File: config.mk
export PLATFORM = sky130hd
export DESIGN_NAME = gpio_override_port
export DESIGN_NICKNAME = d
export VERILOG_FILES = /design/src/rtl/gpio_port_pkg.sv /design/src/rtl/gpio_sync.sv /design/src/rtl/gpio_regs.sv /design/src/rtl/gpio_pin_ctl.sv /design/src/rtl/gpio_override_port.sv
export SDC_FILE = /design/constraint.sdc
export NUM_CORES = 1
export LEC_CHECK = 0
export BUFFER_PORTS_ARGS = -buffer_cell sky130_fd_sc_hd__buf_2
export CAP_MARGIN = 30
export CORE_ASPECT_RATIO = 0.6
export CORE_MARGIN = 8
export CORE_UTILIZATION = 40
export CTS_CLUSTER_DIAMETER = 150
export DETAILED_ROUTE_END_ITERATION = 10
export HOLD_SLACK_MARGIN = 0.12
export PLACE_DENSITY = 0.79
export SLEW_MARGIN = 20
export SYNTH_ARGS = -nofsm -noshare
export SYNTH_HDL_FRONTEND = slang
export SYNTH_SLANG_ARGS = --single-unit
File: constraint.sdc
create_clock -name clk -period 1.2 [get_ports clk]
set_input_delay 0.12 -clock clk [delete_from_list [all_inputs] [get_ports clk]]
set_output_delay 0.12 -clock clk [all_outputs]
set_load 0.05 [all_outputs]
File: src/rtl/gpio_port_pkg.sv
package gpio_port_pkg;

    localparam int PORT_W = 8;
    localparam int ADDR_W = 2;
    localparam int SYNC_STAGES = 2;

    typedef enum logic [ADDR_W-1:0] {
        REG_LATCH = 2'd0,
        REG_PINS  = 2'd1,
        REG_DIR   = 2'd2,
        REG_RSVD  = 2'd3
    } reg_sel_e;

    // Per-pin claim information from the peripheral side.
    typedef struct packed {
        logic en;
        logic force_out;
        logic value;
    } claim_t;

    // Per-pin resolved pad control.
    typedef struct packed {
        logic oe;
        logic drive;
    } pad_t;

    // Resolve one pin: a claim wins over software direction.
    function automatic pad_t resolve_pin(input claim_t c, input logic dir_bit,
                                         input logic latch_bit);
        pad_t p;
        if (c.en) begin
            p.oe    = c.force_out;
            p.drive = c.force_out ? c.value : latch_bit;
        end else begin
            p.oe    = dir_bit;
            p.drive = latch_bit;
        end
        return p;
    endfunction

endpackage

File: src/rtl/gpio_sync.sv
module gpio_sync #(
    parameter int W      = gpio_port_pkg::PORT_W,
    parameter int STAGES = gpio_port_pkg::SYNC_STAGES
) (
    input  logic         clk,
    input  logic         rst,
    input  logic [W-1:0] pin_in,
    output logic [W-1:0] sync_out
);

    logic [W-1:0] chain [STAGES];

    always_ff @(posedge clk) begin
        if (rst) chain[0] <= '0;
        else     chain[0] <= pin_in;
    end

    for (genvar k = 1; k < STAGES; k++) begin : g_stage
        always_ff @(posedge clk) begin
            if (rst) chain[k] <= '0;
            else     chain[k] <= chain[k-1];
        end
    end

    assign sync_out = chain[STAGES-1];

    if (STAGES == 2) begin : g_chk
        // two edges of latency once reset has been clear for two edges
        assert_sync_latency_R4: assert property (@(posedge clk) disable iff (rst)
            (!$past(rst) && !$past(rst, 2)) |-> (sync_out == $past(pin_in, 2)));
    end

endmodule

File: src/rtl/gpio_regs.sv
module gpio_regs
    import gpio_port_pkg::*;
#(
    parameter int W = PORT_W
) (
    input  logic         clk,
    input  logic         rst,
    input  logic         wr,
    input  reg_sel_e     sel,
    input  logic [W-1:0] wdata,
    output logic [W-1:0] latch_q,
    output logic [W-1:0] dir_q
);

    logic wr_latch;
    logic wr_dir;

    assign wr_latch = wr && (sel == REG_LATCH);
    assign wr_dir   = wr && (sel == REG_DIR);

    always_ff @(posedge clk) begin
        if (rst)           latch_q <= '0;
        else if (wr_latch) latch_q <= wdata;
    end

    always_ff @(posedge clk) begin
        if (rst)         dir_q <= '0;
        else if (wr_dir) dir_q <= wdata;
    end

    // a direction write is visible on the next edge
    assert_dir_write_R2: assert property (@(posedge clk) disable iff (rst)
        (wr && sel == REG_DIR) |=> (dir_q == $past(wdata)));

    // a write to the pin-level address touches no stored state
    assert_pins_write_ignored_R5: assert property (@(posedge clk) disable iff (rst)
        (wr && sel == REG_PINS) |=> ($stable(latch_q) && $stable(dir_q)));

    // the mask only moves on its own write
    assert_dir_only_by_write_R8: assert property (@(posedge clk) disable iff (rst)
        !(wr && sel == REG_DIR) |=> $stable(dir_q));

endmodule

File: src/rtl/gpio_pin_ctl.sv
module gpio_pin_ctl
    import gpio_port_pkg::*;
#(
    parameter int W = PORT_W
) (
    input  logic         clk,
    input  logic         rst,
    input  logic [W-1:0] dir_q,
    input  logic [W-1:0] latch_q,
    input  logic [W-1:0] per_en,
    input  logic [W-1:0] per_force_out,
    input  logic [W-1:0] per_out,
    output logic [W-1:0] eff_oe,
    output logic [W-1:0] pin_out
);

    for (genvar i = 0; i < W; i++) begin : g_pin
        claim_t c;
        pad_t   p;
        always_comb begin
            c.en        = per_en[i];
            c.force_out = per_force_out[i];
            c.value     = per_out[i];
            p           = resolve_pin(c, dir_q[i], latch_q[i]);
        end
        assign eff_oe[i]  = p.oe;
        assign pin_out[i] = p.drive;
    end

    // a pin claimed as input never has its driver enabled
    assert_claim_in_R7: assert property (@(posedge clk) disable iff (rst)
        ((per_en & ~per_force_out & eff_oe) == '0));

    // unclaimed-output pins present the latch
    assert_latch_drive_R3: assert property (@(posedge clk) disable iff (rst)
        (((~(per_en & per_force_out)) & (pin_out ^ latch_q)) == '0));

endmodule

File: src/rtl/gpio_override_port.sv
module gpio_override_port
    import gpio_port_pkg::*;
#(
    parameter int W = PORT_W
) (
    input  logic          clk,
    input  logic          rst,
    input  logic [1:0]    bus_addr,
    input  logic          bus_wr,
    input  logic [W-1:0]  bus_wdata,
    output logic [W-1:0]  bus_rdata,
    input  logic [W-1:0]  pin_in,
    output logic [W-1:0]  pin_out,
    output logic [W-1:0]  pin_oe,
    input  logic [W-1:0]  per_en,
    input  logic [W-1:0]  per_force_out,
    input  logic [W-1:0]  per_out
);

    reg_sel_e     sel;
    logic [W-1:0] latch_q;
    logic [W-1:0] dir_q;
    logic [W-1:0] pins_sync;
    logic [W-1:0] eff_oe;

    assign sel = reg_sel_e'(bus_addr);

    gpio_regs #(.W(W)) i_regs (
        .clk     (clk),
        .rst     (rst),
        .wr      (bus_wr),
        .sel     (sel),
        .wdata   (bus_wdata),
        .latch_q (latch_q),
        .dir_q   (dir_q)
    );

    gpio_sync #(.W(W), .STAGES(SYNC_STAGES)) i_sync (
        .clk      (clk),
        .rst      (rst),
        .pin_in   (pin_in),
        .sync_out (pins_sync)
    );

    gpio_pin_ctl #(.W(W)) i_pins (
        .clk           (clk),
        .rst           (rst),
        .dir_q         (dir_q),
        .latch_q       (latch_q),
        .per_en        (per_en),
        .per_force_out (per_force_out),
        .per_out       (per_out),
        .eff_oe        (eff_oe),
        .pin_out       (pin_out)
    );

    assign pin_oe = eff_oe;

    // Read path: latch for driven pins, synchronized level for others.
    always_comb begin
        unique case (sel)
            REG_LATCH: bus_rdata = (latch_q & eff_oe) | (pins_sync & ~eff_oe);
            REG_PINS:  bus_rdata = pins_sync;
            REG_DIR:   bus_rdata = dir_q;
            default:   bus_rdata = '0;
        endcase
    end

    // unclaimed pins follow the stored mask
    assert_mask_controls_R8: assert property (@(posedge clk) disable iff (rst)
        (((~per_en) & (pin_oe ^ dir_q)) == '0));

    // pins claimed as outputs are driven with the peripheral value
    assert_claim_out_R6: assert property (@(posedge clk) disable iff (rst)
        (((per_en & per_force_out) & ~(pin_oe & ~(pin_out ^ per_out))) == '0));

    // the unused address reads as zero
    assert_rsvd_zero_R10: assert property (@(posedge clk) disable iff (rst)
        (bus_addr == 2'd3) |-> (bus_rdata == '0));

endmodule

== After elaboration in Yosys (flattened, before gate mapping) ==
Memories as Yosys holds them, arrays and structs flattened.
Index checks and enable logic that the tools add are counted.
Storage, ports and cells
  flip-flop bits (word level): 16
  bits in latches: 0
  RAM bits: 16
  ROM bits: 0
  word-level logic and storage cells: 36
  memories: 1
Memories
  i_sync.chain: depth 2, bits a word 8, read ports 2, clocked after Yosys merged registers in 0, wr ports 2, line gpio_sync.sv:11  | logic [W-1:0] chain [STAGES];
Operators by class
  add/subtract/negate cells: 0
  multipliers: 0
  div/mod/pow operators: 0
  magnitude comparators: 0
  equal/unequal tests: 2
  shift operators: 0
  muxes and demuxes: 22
  bitwise gates (word level): 6
  reduce and logical (&&, ||, !) cells: 3
Operators with widths (number)
  8-bit case mux with 3 select lines: 1
  8-bit bitwise AND: 2
  2-bit two-way mux: 8
  8-bit two-way mux: 2
  1-bit two-way mux: 11
  8-bit inverter: 1
  8-bit bitwise OR: 1
  2-bit by 1-bit equality test with 1-bit output (second input constant): 1
  2-bit equality test (second input constant): 1
  1-bit logical AND: 2
  2-bit logical NOT: 1
  1-bit bitwise OR: 2

== Depth between registers and ports, before layout ==
  depth in word-level cells: 6
  mapped depth: 5
  gate-level depth less buffers: 3

== Hierarchy ==
A second synthesis with hierarchy kept.
Unflattened totals
  cell total of the unflattened synthesis: 166
  area total of the unflattened synthesis: 1607.8 µm²
Modules (own cells, without submodules)
  gpio_regs: instances 1, cells an instance 64, area each 684.4 µm², sequential area each 320.3 µm²
  gpio_sync: instances 1, cells an instance 33, area each 464.2 µm², sequential area each 320.3 µm²
  gpio_override_port: instances 1, cells an instance 37, area each 239.0 µm², sequential area each 0.0 µm²
  gpio_pin_ctl: instances 1, cells an instance 32, area each 220.2 µm², sequential area each 0.0 µm²

== Worst setup path after synthesis ==
No wires, ideal clock.
  path kind: reg-to-output
  from: register i_regs.dir_q[4]
  to: output port bus_rdata[4]
  data arrival time: 1569 ps
  data required time: 1080 ps
  setup slack: -489 ps
  cell stages (with the launch flop): 4
  cell sequence: dfxtp_1 > mux2_2 > nor2b_1 > o21ai_1
Between the ends
  word-level cells in the longest chain between the ends: 5
  elaborated cells between the ends (all ways): 6
Ends and longest elaborated chain
  start: declaration: line gpio_regs.sv:12  | output logic [W-1:0] dir_q
  start signal: assignment: line gpio_regs.sv:28  | else if (wr_dir) dir_q <= wdata;
  2-bit two-way mux (*): line gpio_port_pkg.sv:31  | if (c.en) begin
  net pin_oe[4]: line gpio_override_port.sv:14  | output logic [W-1:0] pin_oe,
  8-bit inverter: line gpio_override_port.sv:62  | REG_LATCH: bus_rdata = (latch_q & eff_oe) | (pins_sync & ~eff_oe);
  8-bit bitwise AND: line gpio_override_port.sv:62
  8-bit bitwise OR (*): line gpio_override_port.sv:62
  8-bit case mux with 3 select lines (*): line gpio_override_port.sv:61  | unique case (sel)
  end: declaration: line gpio_override_port.sv:11  | output logic [W-1:0] bus_rdata,
The timed path passes the listed nets; every way through them passes the cells marked *.

== Worst setup path after layout ==
  from: register i_regs.dir_q[5]
  to: output port bus_rdata[5]
Between the ends
  word-level cells in the longest chain between the ends: 5
  elaborated cells between the ends (all ways): 6
Ends and longest elaborated chain (line)
  2-bit two-way mux: gpio_port_pkg.sv:31
  8-bit inverter: gpio_override_port.sv:62
  8-bit bitwise AND: gpio_override_port.sv:62
  8-bit bitwise OR: gpio_override_port.sv:62
  8-bit case mux with 3 select lines (*): gpio_override_port.sv:61
Mark *: on every way between the ends. The rest lies on a longest branch, timed or not.

==> flow_summary.toml <==
[power]
power.leakage_nw = 1.270
power_density_nw_per_um2 = 1080
peakVddDrop_uv = 631.4

[finish]
final_cell_mix = "buf_2 (44), buf_6 (24), buf_4 (23)"
drive_gt1_frac = 0.5956
final_core_util = 0.7827
area_growth_pct = 90.56
final_common_cell = "buf_2"
final_area_sq_um = 2830
fin_nets = 316
fillers = 200

[synth]
ys_async_sr_fraction = 0
postSynthCellCount = 159
synth_area_per_cell_sq_um = 9.341
syn_nets = 204
yosys_warnings = 0
ys_types = 23
synth_seq_area_share = 0.4313
syn_area_sq_um = 1485
ys_seq_elements = 32
synth_flop_cell = "dfxtp_1"
synth_edf_count = 0

[timing]
fmax_mhz = 645.0
holdWs_ps = 280.4
hold_violations = 0
slew_headroom = 0.6096
worst_pin_slew_ps = 585.6
finClkSkew_ps = 4.342
finalCriticalPeriod_ps = 1550
rsz0062_at_grt = "true"
setup_viol = 15
min_period_over_period = 1.292
drv_slew = 0
fin_ws_ps = -350.5

[run_status]
violations = "setup timing"
status = "complete, but fails checks"

[critical_path]
crit_fanout = 2
crit_path_end_kind = "primary output"
startpoint_type = "register"
crit_type = "register to primary output"
cp.required_ps = 1080
worstPathArrival_ps = 1430

[grt]
antenna_found_initial = 1
grt_pass1_vias = 1597
grt_max_degree = 33
overflow = 0
grt_usage = 0.1613
grt_pass1_wl_um = 7679

[place]
placed_area_sq_um = 2158
finalWeightedCongestion = 0.7599
io_buffers = 68
hpwl_um = 3350

[cts]
cts_buffer_depth = 2
numCtsBuffers = 5
cts_tree = "yes"
htreeDepth = 2
clk_pin_slew_ps = 70
clockRootBuffer = "clkbuf_8"
cts_sinks = 32
clkLatencyLatePin_ps = 290

[flow_run]
max-cap-violations = 0

[floorplanning]
initial_core_util = 0.4107
coreArea_sq_um = 3616
rows = 17
dieArea_sq_um = 5983
die_y_um = 63.20
ios = 69
die_w_um = 94.67

[drt]
drc = 0
vias_per_cell = 5.241
wl_per_cell_um = 17.71
drtAntennaViolNets = 0
drtIter0Drc = 108
vias = 1677
drt_wl_total_um = 5667
firstDrtPassIters = 4

[min_path]
min_path_type = "primary input to register"
==> power by group <==
part / switching [W] / internal (W)
registers: 0.0000209 / 0.00111
clock network: 0.000402 / 0.000732
logic: 0.000414 / 0.000378
total: 0.000837 / 0.00222
==> routing by layer <==
layer	routed length (um)	global-route usage
met2	2807	0.2755
met5	0	0
met1	2135	0.1771
met3	457	0.05556
met4	267	0.06770
==> logic make-up (layout without fill, tap and decap cells) <==
group / count (synthesis) / count (layout) / share of synthesized area
AND/OR/NAND/NOR: 70 / 70 / 0.2527
buffers and inverters: 10 / 123 / 0.04464
multiplexers: 24 / 24 / 0.1744
other: 0 / 1 / 0
AO/OA/AOI/OAI: 23 / 23 / 0.09688
flip-flops: 32 / 32 / 0.4313
==> layout make-up <==
cell class,count,area (sq um),share of cell area
inverters,1,3.754,0.001326
multi-input cells,117,1046,0.3696
flip-flops and latches,32,659.4,0.2330
repair buffers,114,933.4,0.3298
well taps,47,58.81,0.02078
clock buffers,7,96.34,0.03404
diodes,1,2.502,0.0008842
clock inverters,1,30.03,0.01061
==> metrics by stage <==
stage | std cells | setup TNS, ps | setup slack, ps | power (W)
after floorplan | 159 | -508.3 | -72.70 | 0.001535
after global placement | 285 | -1456 | -115.8 | 0.001719
after detailed placement | 285 | -1876 | -161.5 | 0.001731
after CTS | 310 | -2655 | -358.0 | 0.003008
after global routing | 320 | -3623 | -378.6 | 0.003161
final | 320 | -3117 | -350.5 | 0.003056
==> cells in the mapped netlist (2+ instances only) <==
cell type | count | area (sq um)
a21oi_1 | 8 | 40.04
a32oi_1 | 7 | 61.31
buf_2 | 2 | 10.01
buf_4 | 2 | 15.01
clkbuf_1 | 3 | 11.26
dfxtp_1 | 32 | 640.6
mux2_1 | 5 | 56.30
mux2_2 | 10 | 112.6
mux2i_1 | 9 | 90.09
nand2_1 | 17 | 63.81
nand2b_1 | 7 | 43.79
nand3_1 | 9 | 45.04
nor2_1 | 8 | 30.03
nor2b_1 | 25 | 156.4
o21ai_1 | 7 | 35.03
==> state kept, by name, indices dropped and copies added (netlist names) <==
signal and count:
i_sync.chain 16, i_regs.dir_q 8, i_regs.latch_q 8
==> timing repair <==
item	in CTS	in global routing
hold endpoints to repair	23	0
setup buffers	1	9
hold buffers	16	0
gates resized for setup	71	19
setup endpoints to repair	24	19
pin swaps	7	5
==> critical path, cell delays in order (launching register included) <==
cell,delay [ps]
dfxtp_2,340
mux2i_2,70
or4b_4,500
nand3_4,80
buf_8,140
==> path summary, 6_finish.rpt <==
path / slack [ps] / end / depth (start not counted) / start
min reg2reg: 440 / i_sync.chain[1][1] / 1 / i_sync.chain[0][1]
max reg2reg: 320 / i_regs.dir_q[4] / 4 / i_regs.dir_q[4]
min: 280 / i_regs.dir_q[5] / 4 / bus_wr
max: -350 / bus_rdata[5] / 4 / i_regs.dir_q[5]
Power figures use the tool's default switching activity.
